==> config.mk <==
export PLATFORM = sky130hd
export DESIGN_NAME = irq_chain_ctrl
export DESIGN_NICKNAME = d
export VERILOG_FILES = /design/src/rtl/irq_chain_pkg.sv /design/src/rtl/irq_chain_cell.sv /design/src/rtl/irq_isr_stack.sv /design/src/rtl/irq_chain_ctrl.sv
export SDC_FILE = /design/constraint.sdc
export NUM_CORES = 1
export LEC_CHECK = 0
export BUFFER_PORTS_ARGS = -buffer_cell sky130_fd_sc_hd__buf_2
export CAP_MARGIN = 20
export CORE_ASPECT_RATIO = 1.2
export CORE_UTILIZATION = 25
export CTS_CLUSTER_DIAMETER = 100
export DETAILED_ROUTE_END_ITERATION = 10
export MAX_ROUTING_LAYER = met4
export SLEW_MARGIN = 20
export SYNTH_ARGS = -nofsm -noshare
export SYNTH_HDL_FRONTEND = slang
export SYNTH_SLANG_ARGS = --single-unit
==> constraint.sdc <==
create_clock -name clk -period 2.8 [get_ports clk]
set_input_delay 0.28 -clock clk [delete_from_list [all_inputs] [get_ports clk]]
set_output_delay 0.28 -clock clk [all_outputs]
set_load 0.05 [all_outputs]
==> src/rtl/irq_chain_pkg.sv <==
// Package irq_chain_pkg
// Shared constants and helpers for the interrupt chain.
// Assumes vectors are VEC_BASE + index and do not collide with the idle value.
package irq_chain_pkg;
    localparam int unsigned DEF_VEC_W = 8;

    // Vector assigned to the cell at position idx.
    function automatic logic [DEF_VEC_W-1:0] cell_vector(input logic [DEF_VEC_W-1:0] base,
                                                         input int unsigned idx);
        return base + DEF_VEC_W'(idx);
    endfunction
endpackage

==> src/rtl/irq_chain_cell.sv <==
// Module irq_chain_cell
// One link of the acknowledge chain. It latches its request, claims the incoming
// acknowledge when its request is eligible, and otherwise passes the acknowledge on.
// Assumes elig_i comes from the in-service layer and is registered state only.
module irq_chain_cell #(
    parameter int unsigned      VEC_W  = 8,
    parameter logic [VEC_W-1:0] VECTOR = '0
) (
    input  logic             clk,
    input  logic             rst_n,
    input  logic             req_i,
    input  logic             ack_in,
    input  logic             elig_i,
    output logic             ack_out,
    output logic             claim_o,
    output logic             grant_o,
    output logic [VEC_W-1:0] vec_o
);
    logic pend_q;

    // Request latch: set by a request, cleared on grant (clear wins).
    always_ff @(posedge clk) begin
        if (!rst_n) pend_q <= 1'b0;
        else        pend_q <= (pend_q | req_i) & ~grant_o;
    end

    // Claim, grant, pass-through and vector drive.
    always_comb begin
        claim_o = pend_q & elig_i;
        grant_o = ack_in & claim_o;
        ack_out = ack_in & ~claim_o;
        vec_o   = grant_o ? VECTOR : '0;
    end
endmodule

==> src/rtl/irq_isr_stack.sv <==
// Module irq_isr_stack
// In-service bits for nested handling. A grant sets its bit; an end-of-interrupt
// clears the lowest-index set bit. Produces a per-cell eligibility mask that is
// high only above every in-service level. Assumes index 0 is highest priority.
module irq_isr_stack #(
    parameter int unsigned N_CELLS = 4
) (
    input  logic               clk,
    input  logic               rst_n,
    input  logic [N_CELLS-1:0] grant_i,
    input  logic               eoi_i,
    output logic [N_CELLS-1:0] elig_o,
    output logic [N_CELLS-1:0] isr_o
);
    logic [N_CELLS-1:0] isr_q;
    logic [N_CELLS-1:0] top_bit;

    // Isolate the highest-priority in-service bit.
    always_comb top_bit = isr_q & ~(isr_q - N_CELLS'(1));

    // In-service update: retire the top level, then record a new grant.
    always_ff @(posedge clk) begin
        if (!rst_n) isr_q <= '0;
        else        isr_q <= (isr_q & ~(eoi_i ? top_bit : '0)) | grant_i;
    end

    assign isr_o = isr_q;

    // Eligibility chain: a cell is eligible when it and all above are idle.
    assign elig_o[0] = ~isr_q[0];
    for (genvar i = 1; i < N_CELLS; i++) begin : g_elig
        assign elig_o[i] = elig_o[i-1] & ~isr_q[i];
    end

    AST_EOI_POPS_ONE: assert property (@(posedge clk) disable iff (!rst_n)
        (eoi_i && (|isr_q) && !(|grant_i)) |=> ($countones(isr_q) == $countones($past(isr_q)) - 1));
    AST_EOI_IDLE_NOP: assert property (@(posedge clk) disable iff (!rst_n)
        (eoi_i && !(|isr_q) && !(|grant_i)) |=> (isr_q == '0));
    AST_GRANT_NESTS: assert property (@(posedge clk) disable iff (!rst_n)
        ((|grant_i) && !eoi_i) |=> ($countones(isr_q) == $countones($past(isr_q)) + 1));
endmodule

==> src/rtl/irq_chain_ctrl.sv <==
// Module irq_chain_ctrl
// Daisy-chained vectored interrupt controller. Cells share one interrupt line;
// the acknowledge enters at cell 0 and the first eligible requester returns its
// vector in the same cycle. Nesting masks equal and lower priorities.
// Assumes ack_i and eoi_i are single-cycle pulses synchronous to clk.
module irq_chain_ctrl
    import irq_chain_pkg::*;
#(
    parameter int unsigned          N_CELLS     = 4,
    parameter int unsigned          VEC_W       = DEF_VEC_W,
    parameter logic [VEC_W-1:0]     VEC_BASE    = 8'h20,
    parameter logic [VEC_W-1:0]     DEFAULT_VEC = 8'hFF
) (
    input  logic               clk,
    input  logic               rst_n,
    input  logic [N_CELLS-1:0] req_i,
    input  logic               ack_i,
    input  logic               eoi_i,
    output logic               int_o,
    output logic [VEC_W-1:0]   vec_o,
    output logic               vec_valid_o
);
    localparam int unsigned LINKS = N_CELLS + 1;

    logic [LINKS-1:0]              ack_link;
    logic [N_CELLS-1:0]            claim;
    logic [N_CELLS-1:0]            grant;
    logic [N_CELLS-1:0]            elig;
    logic [N_CELLS-1:0]            isr;
    logic [N_CELLS-1:0][VEC_W-1:0] vec_drive;
    logic [VEC_W-1:0]              vec_or;

    assign ack_link[0] = ack_i;

    for (genvar i = 0; i < N_CELLS; i++) begin : g_cell
        irq_chain_cell #(
            .VEC_W  (VEC_W),
            .VECTOR (VEC_BASE + VEC_W'(i))
        ) u_cell (
            .clk     (clk),
            .rst_n   (rst_n),
            .req_i   (req_i[i]),
            .ack_in  (ack_link[i]),
            .elig_i  (elig[i]),
            .ack_out (ack_link[i+1]),
            .claim_o (claim[i]),
            .grant_o (grant[i]),
            .vec_o   (vec_drive[i])
        );
    end

    irq_isr_stack #(.N_CELLS(N_CELLS)) u_isr (
        .clk     (clk),
        .rst_n   (rst_n),
        .grant_i (grant),
        .eoi_i   (eoi_i),
        .elig_o  (elig),
        .isr_o   (isr)
    );

    // Merge the vector bus; undriven bus reads the idle value.
    always_comb begin
        vec_or = '0;
        for (int i = 0; i < N_CELLS; i++) vec_or = vec_or | vec_drive[i];
        vec_valid_o = |grant;
        vec_o       = vec_valid_o ? vec_or : DEFAULT_VEC;
    end

    // Shared interrupt line.
    assign int_o = |claim;

    AST_ONE_DRIVER:   assert property (@(posedge clk) disable iff (!rst_n) $onehot0(grant));
    AST_IDLE_VECTOR:  assert property (@(posedge clk) disable iff (!rst_n)
        !vec_valid_o |-> (vec_o == DEFAULT_VEC));
    AST_VALID_HAS_INT: assert property (@(posedge clk) disable iff (!rst_n)
        vec_valid_o |-> int_o);
    AST_NO_ACK_NO_VEC: assert property (@(posedge clk) disable iff (!rst_n)
        !ack_i |-> !vec_valid_o);
    AST_GRANT_IN_SERVICE: assert property (@(posedge clk) disable iff (!rst_n)
        vec_valid_o |=> (|isr));
endmodule

# ---- Word level (Yosys, flattened, before mapping)
# Index checks and enable logic that the tools add are counted.
dict set report op_classes {
  n_reduce_logical 2
  div 0
  bitwise_logic 41
  mul 0
  order_cmp 0
  eq_ne 0
  mux 6
  n_shift 0
  add_sub_neg 1
}
# cell count
set ops {}
lappend ops {{$mux W6} 4}
lappend ops {{$or A8 B8 Y8} 3}
lappend ops {{$and A1 B1 Y1} 18}
lappend ops {{$not A1 Y1} 11}
lappend ops {{$and A4 B4 Y4} 2}
lappend ops {{$mux W8} 1}
lappend ops {{$not A4 Y4} 2}
lappend ops {{$reduce_or A4 Y1} 2}
lappend ops {{$mux W4} 1}
lappend ops {{$or A1 B1 Y1} 4}
lappend ops {{$or A4 B4 Y4} 1}
lappend ops {{$sub A4 B1 Y4 const B} 1}
dict set report totals {
  mem_bits_ro 0
  n_memories 0
  wordCells 55
  input_bits 8
  mem_bits_rw 0
  reg_bits 8
  latch_bits 0
}

# ---- Longest topological paths before layout
# Gate-level depths: netlist of the first run.
dict set report depth {
  ltp_word 10
  mapped_depth 4
  ltp_nobuf 3
}

# ---- Hierarchy
# A second synthesis of the first run with hierarchy kept.
dict set report hier_totals {
  hier_cells 97
  hier_area_um2 765.7
}
# module cells_per_inst n_inst area_each_um2
set modules_own_cells {}
lappend modules_own_cells {irq_chain_cell 15 4 123.9}
lappend modules_own_cells {irq_isr_stack 18 1 160.2}
lappend modules_own_cells {irq_chain_ctrl 19 1 110.1}

# ---- Least setup slack after synthesis of the first run
# OpenSTA, ideal clock, no wires.
dict set report synth_timing {
  path_kind {reg-to-output}
  startpoint {reg u_isr.isr_q[0], in the netlist u_isr.isr_o[0]}
  endpoint {out vec_o[3]}
  t_required_ns 2.520
  arrival_ns 1.869
  stages_incl_launch_ff 5
  path_slack_ns 0.651
  cell_sequence {dfxtp_1 nor4b_4 nand4b_2 nor2b_1 buf_4}
}
dict set report synth_between {
  elab_chain_cells 9
  word_cells_on_any_way 20
  classes_between {mux: 1; bitwise: 18; reduce/logical: 1}
}
# element line
set synth_lines {}
lappend synth_lines {{start: declaration} irq_isr_stack.sv:15} ;# logic [N_CELLS-1:0] isr_q;
lappend synth_lines {{start signal: assignment} irq_isr_stack.sv:24} ;# else isr_q <= (isr_q & ~(eoi_i ? top_bit : '0)) | grant_i;
lappend synth_lines {{$not A1 Y1 *} irq_isr_stack.sv:30} ;# assign elig_o[0] = ~isr_q[0];
lappend synth_lines {{$and A1 B1 Y1, on equally long branches} {irq_chain_cell.sv:29, irq_isr_stack.sv:32}}
lappend synth_lines {{$not A1 Y1 (tied with other cells)} irq_chain_cell.sv:31} ;# ack_out = ack_in & ~claim_o;
lappend synth_lines {{$and A1 B1 Y1 (tied with other cells)} irq_chain_cell.sv:31}
lappend synth_lines {{$and A1 B1 Y1 or $not A1 Y1 (tied branches)} irq_chain_cell.sv:31}
lappend synth_lines {{$and A1 B1 Y1} irq_chain_cell.sv:31}
lappend synth_lines {{$and A1 B1 Y1} irq_chain_cell.sv:30} ;# grant_o = ack_in & claim_o;
lappend synth_lines {{$reduce_or A4 Y1 *} irq_chain_ctrl.sv:65} ;# vec_valid_o = |grant;
lappend synth_lines {{$mux W8 *} irq_chain_ctrl.sv:66} ;# vec_o = vec_valid_o ? vec_or : DEFAULT_VEC;
lappend synth_lines {{end: declaration} irq_chain_ctrl.sv:20} ;# output logic [VEC_W-1:0] vec_o,
# Every way passes the cells marked *; elsewhere a longest branch is shown, timed or not.

# ---- Worst setup path in the final report of the first run
dict set report layout_timing {
  startpoint {reg u_isr.isr_q[0], in the netlist u_isr.isr_o[0]}
  endpoint {out vec_o[4]}
}
# Same word-level chain as after synthesis.

==> impl_metrics.py, run 1 <==
metrics = {
    "worst_setup_path": {
        "critPathLaunch": "u_isr.isr_o[0]",
        "endpoint_kind": "primary output",
        "r2r-start": "u_isr.isr_o[0]",
        "reg2reg_slack_ns": 1.49,
        "r2r_cells": 3,
        "crit_end": "vec_o[4]",
        "arrival_ns": 1.75,
        "crit_chain": "nor4b_4 -> nand4b_2 -> nor2b_1 -> buf_2",
        "r2r-end": "g_cell[3].u_cell.pend_q",
        "path_max_fanout": 8,
        "critPathLaunchType": "flip-flop",
        "path_class": "flip-flop to primary output",
        "worst_ep_required_time_ns": 2.52,
        "cpMaxStageDelayCell": "nor4b_4",
        "slowest_delay_ns": 0.45,
    },
    "global_route": {
        "gr-usage-met1_pct": 13.6,
        "grt_pass1_wl_um": 1370,
        "globalRoute.totalOverflow": 0,
        "gr-usage-met2_pct": 13.2,
        "grt.busiest_layer": "met1",
        "grt_start_max_net_pins": 10,
        "use_met3_pct": 1.38,
        "antenna_found_initial": 0,
        "grt_pass1_vias": 321,
        "grt_use_total_pct": 10.8,
    },
    "logic_synthesis": {
        "ys_top_cells_by_area": "dfxtp_1, buf_4, nor2b_1",
        "syn-num-nets": 60,
        "synth_top_family_by_area": "simple AND/OR/NAND/NOR gates",
        "yosys_warnings": 0,
        "synth_seq_cells": 8,
        "synth_compound_area_share_pct": 23.2,
        "ys_seq_area_share_pct": 35.8,
        "synth_top_area_share_pct": 35.8,
        "avgSynthCellArea_um2": 8.61,
        "synth_fa_ha_area_share_pct": 0,
        "netlist_instances": 52,
        "synth_top_cell_by_area": "dfxtp_1",
        "ys_types": 24,
        "synthesis.area_um2": 448,
        "muxShareOfSynthArea_pct": 0,
        "synth-simple-area-share_pct": 30.2,
        "synthXorXnorAreaFrac_pct": 0,
    },
    "clock_tree": {
        "cts.htree.levels": 1,
        "cts-resized-gates": 0,
        "clk_pin_slew_ns": 0.06,
        "cts_setup_buffers": 0,
        "cts_buffers": 3,
        "cts_tree": "built",
        "clock_latency_ns": 0.25,
        "clock_sinks": 8,
        "clockBufferDepth": 2,
        "holdBufCountCts": 0,
        "clock-root-buffer": "clkbuf_4",
    },
    "floorplanning": {
        "core_area_um2": 1660,
        "dieWidth_um": 40.6,
        "pin_count": 18,
        "initial_core_util_pct": 27.0,
        "row_count": 16,
        "die_y_um": 48.4,
        "design.die.area_um2": 1970,
    },
    "layout": {
        "areaGrowthSynthToFinish_pct": 19.6,
        "diodes": 0,
        "final_common_cell": "buf_2",
        "mostFrequentLayoutCells": "buf_2, dfxtp_1, nand2_1",
        "fin_nets": 76,
        "fill_cells": 195,
        "final_area_um2": 536,
        "layout-drive-gt1-share_pct": 33.3,
    },
    "route": {
        "routed_wl_um": 824,
        "drtIter0Drc": 4,
        "route.detailed.drc": 0,
        "via_count": 397,
        "wl_per_cell_um": 9.81,
        "dr.pass1.iters": 4,
        "ant_nets": 0,
        "viasPerCell": 4.73,
    },
    "sta": {
        "finalHoldViolCount": 0,
        "slew_viol_final": 0,
        "setup_viol": 0,
        "finalClockSkew_ns": 0.00863,
        "fin_crit_sh_pct": 72.4,
        "fmax_mhz": 494,
        "fin_tns_setup_ns": 0,
        "rsz0062_at_grt": "no",
        "worst_slack_ns": 0.774,
        "final.min_clock_period_ns": 2.03,
    },
    "power": {
        "p_sw_uw": 139,
        "netSwitchingFraction_pct": 40.7,
        "p_leak_uw": 0.000247,
        "p_clk_share_pct": 25.5,
        "comb_power_share_pct": 36.0,
        "powerDensity_nw_per_um2": 638,
        "p_int_uw": 203,
        "seqPwrFrac_pct": 38.5,
        "vdd_drop_max_mv": 0.153,
        "p_total_uw": 342,
    },
    "place": {
        "port_buffers": 16,
        "dp_hpwl_um": 670,
        "place_ws_ns": 1.03,
        "place.gp.congestion": 0.728,
        "place_area_um2": 513,
    },
    "run_status": {
        "status": "finished clean",
    },
    "job": {
        "maxCapViolations": 0,
    },
    "worst_hold_path": {
        "hp-class": "primary input to flip-flop",
    },
}
==> metal layers <==
metal / part of all wire (%) / up-vias
met2: 45 / 16
met3: 3.5 / 5
li1: - / 205
met1: 46 / 171
met4: 5.1 / 0
met5: 0 / -
==> cells in the mapped netlist, drive strengths merged <==
master	instances
a211oi	1
nand4	1
o21bai	1
nand2b	2
nor4b	1
nor3	1
nand3	1
nor2b	4
a21boi	2
o21ai	5
buf	5
a2111oi	1
or3b	1
dfxtp	8
o211a	1
conb	1
a31oi	1
o21a	1
nand4b	1
nor2	4
a21oi	2
nand2	5
inv	2
==> stage by stage <==
stage	std cells	utilization [%]	hold slack, ns
after global routing	84	32.2	0.272
final	84	32.2	0.261
after global placement	81	30.9	0.474
after floorplan	52	-	0.398
after detailed placement	81	30.9	0.478
after CTS	84	32.2	0.258
==> logic make-up after synthesis <==
logic type,after synthesis
AO/OA/AOI/OAI,15
buffers and inverters,7
flip-flops,8
other,1
AND/OR/NAND/NOR,21
==> how the worst min path moves through the flow <==
stage	end	slack (ns)	from	cells after the start
after detailed placement	g_cell[3].u_cell.pend_q	0.48	g_cell[3].u_cell.pend_q	1
after floorplan	u_isr.isr_o[0]	0.40	rst_n	1
after global routing	g_cell[3].u_cell.pend_q	0.27	req_i[3]	2
after CTS	g_cell[3].u_cell.pend_q	0.26	req_i[3]	2
after global placement	u_isr.isr_o[3]	0.47	u_isr.isr_o[3]	2
final	g_cell[3].u_cell.pend_q	0.26	req_i[3]	2
==> layout make-up <==
type	instances	area [µm²]	area share, %
clock buffers	3	22.5	4.21
flip-flops and latches	8	160	29.9
well taps	18	22.5	4.21
repair buffers	16	80.1	15.0
multi-input cells	37	243	45.3
inverters	2	7.51	1.40
==> flip-flops by register name, indices dropped and copies added, names as in the netlist <==
register              count
g_cell.u_cell.pend_q      4
u_isr.isr_o               4
==> power groups by stage <==
stage	clock, µW	combinational [µW]	sequential (µW)
5_1_grt	95.5	134	133
6_report	87.2	123	131
4_1_cts	89.6	124	132
2_1_floorplan	0	110	132
3_3_place_gp	0	123	134
3_5_place_dp	0	124	134
==> critical path: cells and delay by family (launching register included) <==
kind	cells	cell delay, ns
flops	1	0.39
simple gates	3	0.85
buf+inv	1	0.24
Note: power is estimated with default switching activity, not from simulation.
==> run 2, diff against run 1 <==
==> constraint.sdc (replaced) <==
create_clock -name clk -period 1.8 [get_ports clk]
set_input_delay 0.18 -clock clk [delete_from_list [all_inputs] [get_ports clk]]
set_output_delay 0.18 -clock clk [all_outputs]
set_load 0.05 [all_outputs]
==> impl_metrics.py, run 2 (synthesized netlist as in run 1, its figures left out) <==
metrics = {
    "run_status": {
        "status": "finished clean",
    },
    "power": {
        "powerDensity_nw_per_um2": 926,
        "vdd_drop_max_mv": 0.334,
        "p_total_uw": 585,
        "p_leak_uw": 0.000291,
    },
    "worst_setup_path": {
        "path_max_fanout": 5,
        "critPathLaunch": "u_isr.isr_o[2]",
        "endpoint_kind": "primary output",
        "worst_path_most_repeated_cell": "nand2b_1",
        "cpMaxStageDelayCell": "a2111oi_4",
        "slowest_delay_ns": 0.41,
        "r2r_cells": 4,
        "r2r-start": "u_isr.isr_o[1]",
        "worst_ep_required_time_ns": 1.62,
        "path_class": "flip-flop to primary output",
        "path_depth": 4,
        "crit_buf_inv": 1,
        "critPathLaunchType": "flip-flop",
        "crit_chain": "nand2b_1 -> a2111oi_4 -> nand2b_1 -> buf_6",
        "arrival_ns": 1.52,
        "path_delay_family": "compound AO/OA/AOI/OAI gates",
    },
    "sta": {
        "worst_slack_ns": 0.100,
        "fin_crit_sh_pct": 94.4,
        "slew_viol_final": 0,
        "finalClockSkew_ns": 0.00417,
        "rsz0062_at_grt": "yes",
        "fmax_mhz": 588,
        "finalHoldViolCount": 0,
        "final.min_clock_period_ns": 1.70,
        "setup_viol": 0,
    },
    "layout": {
        "final_common_cell": "buf_2",
        "mostFrequentLayoutCells": "buf_2, buf_6, nand2_1",
        "final_area_um2": 632,
        "diodes": 0,
        "layout-drive-gt1-share_pct": 45.6,
        "fin_nets": 78,
        "fill_cells": 176,
        "areaGrowthSynthToFinish_pct": 41.1,
        "fin_cells": 86,
    },
    "global_route": {
        "globalRoute.totalOverflow": 0,
        "grt_pass1_wl_um": 1430,
        "grt_pass1_vias": 333,
        "grt_start_max_net_pins": 10,
        "grt_use_total_pct": 10.8,
        "antenna_found_initial": 0,
    },
    "worst_hold_path": {
        "min_from": "req_i[3]",
        "hp-class": "primary input to flip-flop",
        "hold_path_depth": 2,
    },
    "clock_tree": {
        "cts_buffers": 3,
        "clock_latency_ns": 0.25,
        "clock_sinks": 8,
        "clk_pin_slew_ns": 0.05,
        "cts_tree": "built",
        "cts.htree.levels": 1,
        "clock-root-buffer": "clkbuf_4",
        "cts_setup_buffers": 0,
        "holdBufCountCts": 0,
        "clockBufferDepth": 2,
    },
    "floorplanning": {
        "pin_count": 18,
        "row_count": 16,
        "dieWidth_um": 40.6,
        "die_y_um": 48.4,
        "core_area_um2": 1660,
        "design.die.area_um2": 1970,
        "initial_core_util_pct": 27.0,
    },
    "place": {
        "port_buffers": 16,
        "place_area_um2": 536,
        "place_ws_ns": 0.169,
        "place.gp.congestion": 0.700,
        "dp.cells": 83,
        "dp_hpwl_um": 710,
    },
    "route": {
        "ant_nets": 0,
        "viasPerCell": 4.55,
        "dr.pass1.iters": 2,
        "route.detailed.drc": 0,
        "drtIter0Drc": 2,
        "wl_per_cell_um": 11.5,
        "via_count": 391,
        "routed_wl_um": 985,
    },
    "job": {
        "maxCapViolations": 0,
    },
}
run 2: changes by cell type in the layout (fill, tap and decap cells not counted), sizes merged:
cell,delta
buf,+2
run 2: per-layer routing:
metal  wire length (µm)  up-vias  GRT usage [%]
met2                490       12           15.1
li1                   -      208              -
met1                421      169           13.3
met3                 65        2           5.50
met5                  0        -              -
met4                  8        0           3.33
run 2: report_power, final:
part,leakage (µW),switching [µW],internal [µW]
clock network,0.0000138,60.8,76.3
registers,0.0000676,14.9,190
logic,0.000210,159,84.9
run 2: path summary, 6_finish.rpt:
kind	to	slack (ns)
worst max register to register	u_isr.isr_o[1]	0.64
worst min register to register	u_isr.isr_o[2]	0.49
worst min-delay path	g_cell[3].u_cell.pend_q	0.15
worst max-delay path	vec_valid_o	0.10
run 2: layout make-up:
class	instances	area [µm²]	area share, %
Multi-Input combinational cell	37	279	44.2
Sequential cell	8	168	26.5
Clock buffer	3	22.5	3.56
Tap cell	18	22.5	3.56
Inverter	2	7.51	1.19
Timing Repair Buffer	18	133	21.0
run 2: metrics by stage:
step / utilization (%) / setup TNS, ns / hold slack [ns]
finish: 38.0 / 0 / 0.147
global route: 38.0 / -0.0301 / 0.150
global placement: 32.2 / 0 / 0.402
CTS: 35.1 / -0.0125 / 0.139
floorplan: - / 0 / 0.298
detailed placement: 32.2 / 0 / 0.407
run 2: what timing repair did:
action / 4_1_cts / 5_1_grt
pin swaps: 1 / 3
endpoints found under the setup margin: 6 / 7
gates resized for setup: 4 / 22
